--- config.mk ---
export PLATFORM = sky130hd
export DESIGN_NAME = dac_frame_tx
export DESIGN_NICKNAME = d
export VERILOG_FILES = /design/src/rtl/dac_tx_pkg.sv /design/src/rtl/dac_tick_div.sv /design/src/rtl/dac_frame_shreg.sv /design/src/rtl/dac_tx_ctrl.sv /design/src/rtl/dac_frame_tx.sv
export SDC_FILE = /design/constraint.sdc
export NUM_CORES = 1
export LEC_CHECK = 0
export ABC_AREA = 1
export BUFFER_PORTS_ARGS = -buffer_cell sky130_fd_sc_hd__clkbuf_2
export CELL_PAD_IN_SITES_DETAIL_PLACEMENT = 1
export CELL_PAD_IN_SITES_GLOBAL_PLACEMENT = 1
export CORE_AREA = 2 2 81 83
export CTS_BUF_LIST = sky130_fd_sc_hd__clkbuf_4 sky130_fd_sc_hd__clkbuf_8 sky130_fd_sc_hd__clkbuf_16
export DETAILED_ROUTE_END_ITERATION = 7
export DIE_AREA = 0 0 83 85
export PLACE_DENSITY = 0.61
export SLEW_MARGIN = 40
export SYNTH_ARGS = -nofsm -noshare
export SYNTH_HDL_FRONTEND = slang
export SYNTH_SLANG_ARGS = --single-unit
export TNS_END_PERCENT = 100
--- constraint.sdc ---
create_clock -name clk -period 1.75 [get_ports clk]
set_clock_uncertainty 0.2 [all_clocks]
set_input_delay 0.35 -clock clk [delete_from_list [all_inputs] [get_ports clk]]
set_output_delay 0.35 -clock clk [all_outputs]
set_load 0.03 [all_outputs]
--- src/rtl/dac_tx_pkg.sv ---
package dac_tx_pkg;

  typedef enum logic [1:0] {
    TX_WAIT  = 2'd0,
    TX_SHIFT = 2'd1,
    TX_REL   = 2'd2
  } tx_phase_e;

endpackage

--- src/rtl/dac_tick_div.sv ---
// Free-running divider: one-cycle tick every DIV system clocks.
module dac_tick_div #(
  parameter int DIV = 50
) (
  input  logic clk,
  input  logic rst,
  output logic tick
);

  generate
    if (DIV <= 1) begin : g_pass
      assign tick = 1'b1;
    end else begin : g_count
      localparam int CW = $clog2(DIV);
      localparam logic [CW-1:0] TOP = CW'(DIV - 1);
      logic [CW-1:0] cnt_q;

      always_ff @(posedge clk) begin
        if (rst) begin
          cnt_q <= '0;
        end else if (cnt_q == TOP) begin
          cnt_q <= '0;
        end else begin
          cnt_q <= cnt_q + 1'b1;
        end
      end

      assign tick = (cnt_q == TOP);
    end
  endgenerate

endmodule

--- src/rtl/dac_frame_shreg.sv ---
// Parallel-load, left-shift register; MSB drives the serial line.
module dac_frame_shreg #(
  parameter int W = 16
) (
  input  logic         clk,
  input  logic         rst,
  input  logic         load,
  input  logic [W-1:0] load_val,
  input  logic         shift_en,
  output logic         msb
);

  logic [W-1:0] sr_q;

  always_ff @(posedge clk) begin
    if (rst) begin
      sr_q <= '0;
    end else if (load) begin
      sr_q <= load_val;
    end else if (shift_en) begin
      sr_q <= {sr_q[W-2:0], 1'b0};
    end
  end

  assign msb = sr_q[W-1];

endmodule

--- src/rtl/dac_tx_ctrl.sv ---
// Phase controller: wait for strobe, shift 2*FRAME_W ticks, release select.
module dac_tx_ctrl
  import dac_tx_pkg::*;
#(
  parameter int FRAME_W = 16
) (
  input  logic clk,
  input  logic rst,
  input  logic tick,
  input  logic start,
  output logic load,
  output logic shift_en,
  output logic sck,
  output logic cs_n,
  output logic busy
);

  localparam int NTICK = 2 * FRAME_W;
  localparam int CNT_W = $clog2(NTICK);
  localparam logic [CNT_W-1:0] LAST = CNT_W'(NTICK - 1);

  tx_phase_e      phase_q;
  logic [CNT_W-1:0] tcnt_q;

  assign load     = (phase_q == TX_WAIT) && start;
  assign shift_en = (phase_q == TX_SHIFT) && tick && tcnt_q[0];

  always_ff @(posedge clk) begin
    if (rst) begin
      phase_q <= TX_WAIT;
      tcnt_q  <= '0;
      sck     <= 1'b0;
      cs_n    <= 1'b1;
      busy    <= 1'b0;
    end else begin
      unique case (phase_q)
        TX_WAIT: begin
          if (start) begin
            phase_q <= TX_SHIFT;
            tcnt_q  <= '0;
            cs_n    <= 1'b0;
            busy    <= 1'b1;
          end
        end
        TX_SHIFT: begin
          if (tick) begin
            tcnt_q <= tcnt_q + 1'b1;
            if (tcnt_q == LAST) begin
              phase_q <= TX_REL;
              sck     <= 1'b0;
            end else begin
              sck <= ~tcnt_q[0];
            end
          end
        end
        TX_REL: begin
          if (tick) begin
            phase_q <= TX_WAIT;
            cs_n    <= 1'b1;
            busy    <= 1'b0;
          end
        end
        default: phase_q <= TX_WAIT;
      endcase
    end
  end

endmodule

--- src/rtl/dac_frame_tx.sv ---
// Top: joins control nibble and sample, drives select/clock/data to the DAC.
module dac_frame_tx #(
  parameter int          DATA_W = 12,
  parameter int          CMD_W  = 4,
  parameter logic [3:0]  CMD    = 4'b0111,
  parameter int          DIV    = 50
) (
  input  logic              clk,
  input  logic              rst,
  input  logic              new_data,
  input  logic [DATA_W-1:0] data,
  output logic              cs_n,
  output logic              sck,
  output logic              sdo,
  output logic              busy
);

  localparam int FRAME_W = CMD_W + DATA_W;

  logic               tick;
  logic               load;
  logic               shift_en;
  logic [FRAME_W-1:0] frame;

  assign frame = {CMD[CMD_W-1:0], data};

  dac_tick_div #(.DIV(DIV)) u_div (
    .clk  (clk),
    .rst  (rst),
    .tick (tick)
  );

  dac_tx_ctrl #(.FRAME_W(FRAME_W)) u_ctrl (
    .clk      (clk),
    .rst      (rst),
    .tick     (tick),
    .start    (new_data),
    .load     (load),
    .shift_en (shift_en),
    .sck      (sck),
    .cs_n     (cs_n),
    .busy     (busy)
  );

  dac_frame_shreg #(.W(FRAME_W)) u_sr (
    .clk      (clk),
    .rst      (rst),
    .load     (load),
    .load_val (frame),
    .shift_en (shift_en),
    .msb      (sdo)
  );

endmodule

==> results of run 1 <==
==> flip-flops by register name, summed over array words and instances (netlist names) <==
register / count
u_ctrl.busy: 1
u_ctrl.cs_n: 1
u_ctrl.tcnt_q: 5
u_ctrl.sck: 1
u_sr.sr_q: 16
u_ctrl.phase_q: 2
u_div.g_count.cnt_q: 6
==> worst max path at each step <==
stage / from / slack, ns / endpoint / cells past startpoint
after floorplan: u_div.g_count.cnt_q[0] / 0.16 / u_sr.sr_q[13] / 7
after detailed placement: u_div.g_count.cnt_q[1] / 0.03 / u_ctrl.tcnt_q[4] / 9
after CTS: u_div.g_count.cnt_q[1] / 0.008 / u_sr.sr_q[4] / 8
after global routing: u_div.g_count.cnt_q[1] / -0.02 / u_sr.sr_q[6] / 8
after global placement: u_div.g_count.cnt_q[1] / 0.11 / u_sr.sr_q[14] / 9
final: u_div.g_count.cnt_q[1] / 0.05 / u_sr.sr_q[6] / 8
==> routing by layer <==
metal	routed length (um)	part of all wire (%)	track usage, %
met5	0	0	0
met3	84	2.2	2.53
met2	1780	48	17.1
met1	1840	49	14.9
met4	45	1.2	6.26
==> critical path, delay by kind of cell, from the launching register on <==
kind | cells | cell delay (ns)
AND/OR/NAND/NOR | 4 | 0.57
flip-flops | 1 | 0.33
buffers and inverters | 2 | 0.28
adder cells (fa/ha/maj) | 1 | 0.14
AO/OA/AOI/OAI | 1 | 0.06
==> synth_stat cells <==
cell type / count
sky130_fd_sc_hd__nor3b_1: 2
sky130_fd_sc_hd__a21oi_2: 7
sky130_fd_sc_hd__buf_12: 1
sky130_fd_sc_hd__nand3_2: 1
sky130_fd_sc_hd__nand2_2: 7
sky130_fd_sc_hd__nor2_1: 24
sky130_fd_sc_hd__buf_1: 1
sky130_fd_sc_hd__a21oi_1: 12
sky130_fd_sc_hd__nand3_1: 14
sky130_fd_sc_hd__nand4_1: 2
sky130_fd_sc_hd__o21ai_0: 9
sky130_fd_sc_hd__ha_1: 4
sky130_fd_sc_hd__nor2_4: 1
sky130_fd_sc_hd__nor2_2: 1
sky130_fd_sc_hd__buf_2: 4
sky130_fd_sc_hd__nand2_4: 1
sky130_fd_sc_hd__nand2_1: 61
sky130_fd_sc_hd__inv_2: 1
sky130_fd_sc_hd__buf_4: 1
sky130_fd_sc_hd__xnor2_1: 1
sky130_fd_sc_hd__clkbuf_1: 1
sky130_fd_sc_hd__o21bai_1: 1
sky130_fd_sc_hd__dfxtp_1: 32
sky130_fd_sc_hd__a31oi_1: 3
sky130_fd_sc_hd__nand3_4: 1
sky130_fd_sc_hd__inv_1: 14
==> stage by stage <==
stage	util (%)	hold slack, ns	setup TNS [ns]	worst slack, ns
6_report	30.9	0.107	0	0.0463
5_1_grt	30.9	0.110	-0.119	-0.0225
4_1_cts	29.5	0.0942	0	0.00799
3_5_place_dp	27.7	0.238	0	0.0328
3_3_place_gp	27.7	0.234	0	0.108
2_1_floorplan	-	0.233	0	0.158
==> power breakdown <==
group	switching (mW)	leakage [nW]	total, mW	internal [mW]
logic	0.136	0.497	0.219	0.0823
clock network	0.270	0.0523	0.622	0.352
registers	0.0224	0.263	0.788	0.766
==> repair_timing <==
| item | CTS | global route |
|---|---|---|
| endpoints found under the setup margin | 3 | 18 |
| cloned | 0 | 2 |
| buffers inserted | 0 | 4 |
| resized for setup | 2 | 13 |
| pin swaps | 0 | 2 |
==> logic make-up (layout without fill, tap and decap cells) <==
kind of cell / count (synthesis) / after routing / share of synthesized area [%]
AOI/OAI and AO/OA: 32 / 32 / 12.7
adders and majority gates: 4 / 4 / 3.29
DFF: 32 / 32 / 42.1
xor gates and xnor gates: 1 / 1 / 0.576
and+or+nand+nor: 115 / 116 / 34.0
buffers and inverters: 23 / 55 / 7.32
==> layout make-up <==
class                      instances  share of cell area (%)
tap                               77                    5.02
clock buffer                       8                    5.09
multi-input combinational        153                    42.9
inverter                          15                    2.94
timing repair buffer              32                    10.4
sequential                        32                    33.6
==> impl_metrics.ini, run 1 <==
[pwr]
vdd_drop_max_v = 0.000424
static-leakage-power_nw = 0.812
power.density_mw_per_mm2 = 849
total_power_mw = 1.63

[final_layout]
commonest_cells_after_routing_fill_and_taps_aside = sky130_fd_sc_hd__nand2_1 (59), sky130_fd_sc_hd__dfxtp_1 (29), sky130_fd_sc_hd__nor2_1 (24)
drive_gt1_share_pct = 28.7
nets = 258
area_delta_synth_final_pct = 26.2
layout.cells.most_common = sky130_fd_sc_hd__nand2_1
multiInputGateArea_um2 = 823
fill_cells = 770
ff_latch_area_um2 = 644
antennaDiodeCount = 0
final-instance-count-excl-fill = 317
post-route-cell-area_mm2 = 0.00192

[critical_path]
timing.critical_path.fanout_max = 9
timing.critical_path.arrival_ns = 1.68
reg2regPathDepth = 8
most_frequent_cell_on_the_critical_path = sky130_fd_sc_hd__nand3_4
worst_path_largest_cell_delay_ns = 0.33
worst_setup_path_start_kind = flip-flop
source_of_the_worst_register_to_register_timing_path = u_div.g_count.cnt_q[1]
critical-path-slowest-cell = sky130_fd_sc_hd__dfxtp_2
worstSetupPathType = flip-flop to flip-flop
worstReg2RegEnd = u_sr.sr_q[6]
ff2ff_setup_slack_ns = 0.05
worstSetupEndpointType = flip-flop
worst-endpoint-required_ns = 1.72
crit_path_cell_trace = inv_2 -> ha_4 -> nand3_4 -> nor2_4 -> nand3_4 -> buf_2 -> nand3_1 -> a21oi_2

[clock_tree]
clk_transition_reported_paths_ns = 0.07
cts-htree-levels = 2
clock_tree.root_cell = sky130_fd_sc_hd__clkbuf_8
cts.hold.buffers_added = 0
clock_sink_count = 32
cts_buffer_depth = 2
clk_latency_ns = 0.28
cts_inserted_buffers = 5
cts_tree = done

[run]
drv_cap = 0

[synthesis]
syn_inst = 207
yosys_register_bits = 32
syn_area_per_cell_um2 = 7.34
synth_fp_nets = 226
netlist-cell-type-count = 26
post_synth_main_area_contributors = sky130_fd_sc_hd__dfxtp_1 (42%), sky130_fd_sc_hd__nand2_1 (15%), sky130_fd_sc_hd__nor2_1 (5.9%), sky130_fd_sc_hd__nand3_1 (4.6%), sky130_fd_sc_hd__a21oi_2 (4.0%)
synth_area_leader_cell = sky130_fd_sc_hd__dfxtp_1
portion_of_synthesized_cell_area_occupied_by_the_leading_cell_type_pct = 42.1
post_synthesis_cell_area_mm2 = 0.00152
ys_warn_count = 0
yosysSeqAreaShare_pct = 42.1

[sta]
maxSlewHeadroom_pct = 80.3
period_minus_slack_ns = 1.70
grt_setup_unrepaired = true
setup_viol_count_final = 0
finalHoldViolations = 0
final_cycle_utilization_of_the_critical_path_pct = 97.4
timing.final.max_slew_violations = 0
tightestPinTransition_ns = 0.295
achievable_freq_ghz = 0.587

[hold_path]
min-delay-start = data[0]
worst_hold_path_type = input pin to flip-flop
holdPathEnd = u_sr.sr_q[0]
hold-path-cell-count = 3

[drt]
drt.antenna.violating_nets = 0
routed_wl_um = 3750
detail_route.first_pass.iterations = 4
post-route-drc-count = 0
drt_iter0_drc = 64
drt-vias-per-instance = 4.38
route.detailed.wl_per_inst_um = 11.8
vias = 1388

[die]
die_h_um = 85
num_rows = 29
die_area_mm2 = 0.00706
io-pin-count = 19
die_x_um = 83
design.core.area_mm2 = 0.00620
floorplan.initialDensity_pct = 24.5

[placement]
detailed_place.area_mm2 = 0.00172
gp_congestion = 0.716
hpwlAfterDp_um = 2580
place.detailed.instances = 303
portBuffers = 18

[global_routing]
grt.total_usage_pct = 11.3
grt_pass1_wl_um = 6350
grt_pass1_vias = 1356
overflow = 0
antenna_found_initial = 0
maximum_number_of_pins_on_one_net_before_global_route_repair = 18

[run_status]
run_status = completed
Power figures use the tool's default switching activity.
==> run 2: changes to the inputs <==
--- a/config.mk
+++ b/config.mk
@@ -14,6 +14,7 @@
 export DETAILED_ROUTE_END_ITERATION = 7
 export DIE_AREA = 0 0 83 85
 export PLACE_DENSITY = 0.61
+export SKIP_CTS_REPAIR_TIMING = 1
 export SLEW_MARGIN = 40
 export SYNTH_ARGS = -nofsm -noshare
 export SYNTH_HDL_FRONTEND = slang
==> constraint.sdc (replaced) <==
create_clock -name clk -period 1.75 [get_ports clk]
set_clock_uncertainty 0.2 [all_clocks]
set_input_delay 0.35 -clock clk [delete_from_list [all_inputs] [get_ports clk]]
set_output_delay 0.35 -clock clk [all_outputs]
set_load 0.05 [all_outputs]
==> run 2 against run 1 <==
Via count hardly changed; combinational power increased by 3%; utilization is the same; first-iteration DRC count unchanged; hold slack about the same; clock power about the same; flip-flop and latch count is the same; setup slack barely moved; die area is the same.
==> impl_metrics.ini, run 2 (synthesized netlist as in run 1, its figures left out) <==
[run_status]
run_status = completed

[placement]
gp_congestion = 0.716
detailed_place.area_mm2 = 0.00172
portBuffers = 18
place.detailed.instances = 303
hpwlAfterDp_um = 2580

[global_routing]
overflow = 0
grt_pass1_wl_um = 6350
maximum_number_of_pins_on_one_net_before_global_route_repair = 18
grt.total_usage_pct = 11.3
antenna_found_initial = 0
grt_pass1_vias = 1356

[pwr]
total_power_mw = 1.64
power.net_switching_mw = 0.435
vdd_drop_max_v = 0.000424
sequential_group_share_of_total_power_pct = 48.2
part_of_the_total_power_dissipated_in_combinational_logic_pct = 13.8
netSwitchingFraction_pct = 26.6
p_int_mw = 1.20
clockPowerShare_pct = 38.0
power.density_mw_per_mm2 = 853
static-leakage-power_nw = 0.812

[critical_path]
critical-path-top-delay-family = simple AND/OR/NAND/NOR gates
worst_path_largest_cell_delay_ns = 0.33
crit_path_cell_trace = inv_2 -> ha_4 -> nand3_4 -> nor2_4 -> nand3_4 -> buf_2 -> nand3_1 -> a21oi_2
worstSetupEndpointType = flip-flop
worst-path-stages = 8
timing.critical_path.fanout_max = 9
ff2ff_setup_slack_ns = 0.05
worst_path_buffer_plus_inverter_count = 2
worst-endpoint-required_ns = 1.72
endpoint = u_sr.sr_q[6]
reg2regPathDepth = 8
worstSetupPathType = flip-flop to flip-flop
worstReg2RegEnd = u_sr.sr_q[6]
worst_setup_path_start_kind = flip-flop
critical-path-slowest-cell = sky130_fd_sc_hd__dfxtp_2
most_frequent_cell_on_the_critical_path = sky130_fd_sc_hd__nand3_4
source_of_the_worst_register_to_register_timing_path = u_div.g_count.cnt_q[1]
worstSetupStartpoint = u_div.g_count.cnt_q[1]
timing.critical_path.arrival_ns = 1.68

[final_layout]
regMostFlops = u_sr.sr_q
largest_reg_flops = 16
final-instance-count-excl-fill = 317
nets = 258
drive_gt1_share_pct = 28.7
reg_top3 = u_sr.sr_q x16, u_div.g_count.cnt_q x6, u_ctrl.tcnt_q x5
fill_cells = 770
commonest_cells_after_routing_fill_and_taps_aside = sky130_fd_sc_hd__nand2_1 (59), sky130_fd_sc_hd__dfxtp_1 (29), sky130_fd_sc_hd__nor2_1 (24)
layout.cells.most_common = sky130_fd_sc_hd__nand2_1
ff_latch_area_um2 = 644
area_delta_synth_final_pct = 26.2
post-route-cell-area_mm2 = 0.00192
antennaDiodeCount = 0
multiInputGateArea_um2 = 823

[clock_tree]
cts_inserted_buffers = 5
cts-htree-levels = 2
clk_transition_reported_paths_ns = 0.07
cts_tree = done
cts_buffer_depth = 2
clk_latency_ns = 0.28
clock_sink_count = 32
clock_tree.root_cell = sky130_fd_sc_hd__clkbuf_8

[die]
die_h_um = 85
die_x_um = 83
floorplan.initialDensity_pct = 24.5
io-pin-count = 19
design.core.area_mm2 = 0.00620
num_rows = 29
die_area_mm2 = 0.00706

[sta]
maxSlewHeadroom_pct = 80.3
grt_setup_unrepaired = true
final_cycle_utilization_of_the_critical_path_pct = 97.4
period_minus_slack_ns = 1.70
achievable_freq_ghz = 0.587
setup_viol_count_final = 0
finalHoldViolations = 0
whs_ns = 0.107
timing.final.max_slew_violations = 0
tightestPinTransition_ns = 0.295

[drt]
vias = 1387
detail_route.first_pass.iterations = 4
drt.antenna.violating_nets = 0
post-route-drc-count = 0
drt_iter0_drc = 64
route.detailed.wl_per_inst_um = 11.8
routed_wl_um = 3750
drt-vias-per-instance = 4.38

[hold_path]
worst_hold_path_type = input pin to flip-flop
hold-path-cell-count = 3

[run]
drv_cap = 0
## run 2: cell counts in the layout (fill, tap and decap cells not counted)
No cell type changed its count.
## run 2: layout make-up
type                            count  area share [%]
Inverter                           15            2.94
Tap cell                           77            5.02
Clock buffer                        8            5.09
Timing Repair Buffer               32            10.4
Multi-Input combinational cell    153            42.9
Sequential cell                    32            33.6
## run 2: through the flow
stage,TNS (ns),setup WS [ns],util (%)
floorplan,0,0.158,-
global placement,0,0.108,27.7
detailed placement,0,0.0328,27.7
CTS,-0.0839,-0.0387,29.3
global route,-0.117,-0.0222,30.9
finish,0,0.0461,30.9
## run 2: worst min-delay path by stage
stage / slack [ns] / startpoint / to
floorplan: 0.23 / u_div.g_count.cnt_q[0] / u_div.g_count.cnt_q[0]
finish: 0.11 / data[0] / u_sr.sr_q[0]
CTS: 0.09 / data[0] / u_sr.sr_q[0]
global route: 0.11 / data[0] / u_sr.sr_q[0]
detailed placement: 0.24 / u_sr.sr_q[15] / u_sr.sr_q[15]
global placement: 0.23 / u_sr.sr_q[15] / u_sr.sr_q[15]
## run 2: tightest hold or removal path: stages
cell and delay, ns:
sky130_fd_sc_hd__clkbuf_2 0.08, sky130_fd_sc_hd__nand3_1 0.07, sky130_fd_sc_hd__o21ai_0 0.06
## run 2: power by group through the flow
stage               registers [mW]  logic [mW]  clock network, mW
floorplan                    0.813       0.140                  0
global placement             0.801       0.211                  0
detailed placement           0.802       0.212                  0
CTS                          0.785       0.214              0.649
global route                 0.793       0.257              0.682
finish                       0.788       0.225              0.622
## run 2: per-layer routing
layer  track usage, %  up-vias  share of wire, %
met2             17.1       16                48
li1                 -      729                 -
met5                0        -                 0
met3             2.53        4               2.2
met1             14.9      638                49
met4             6.26        0               1.2
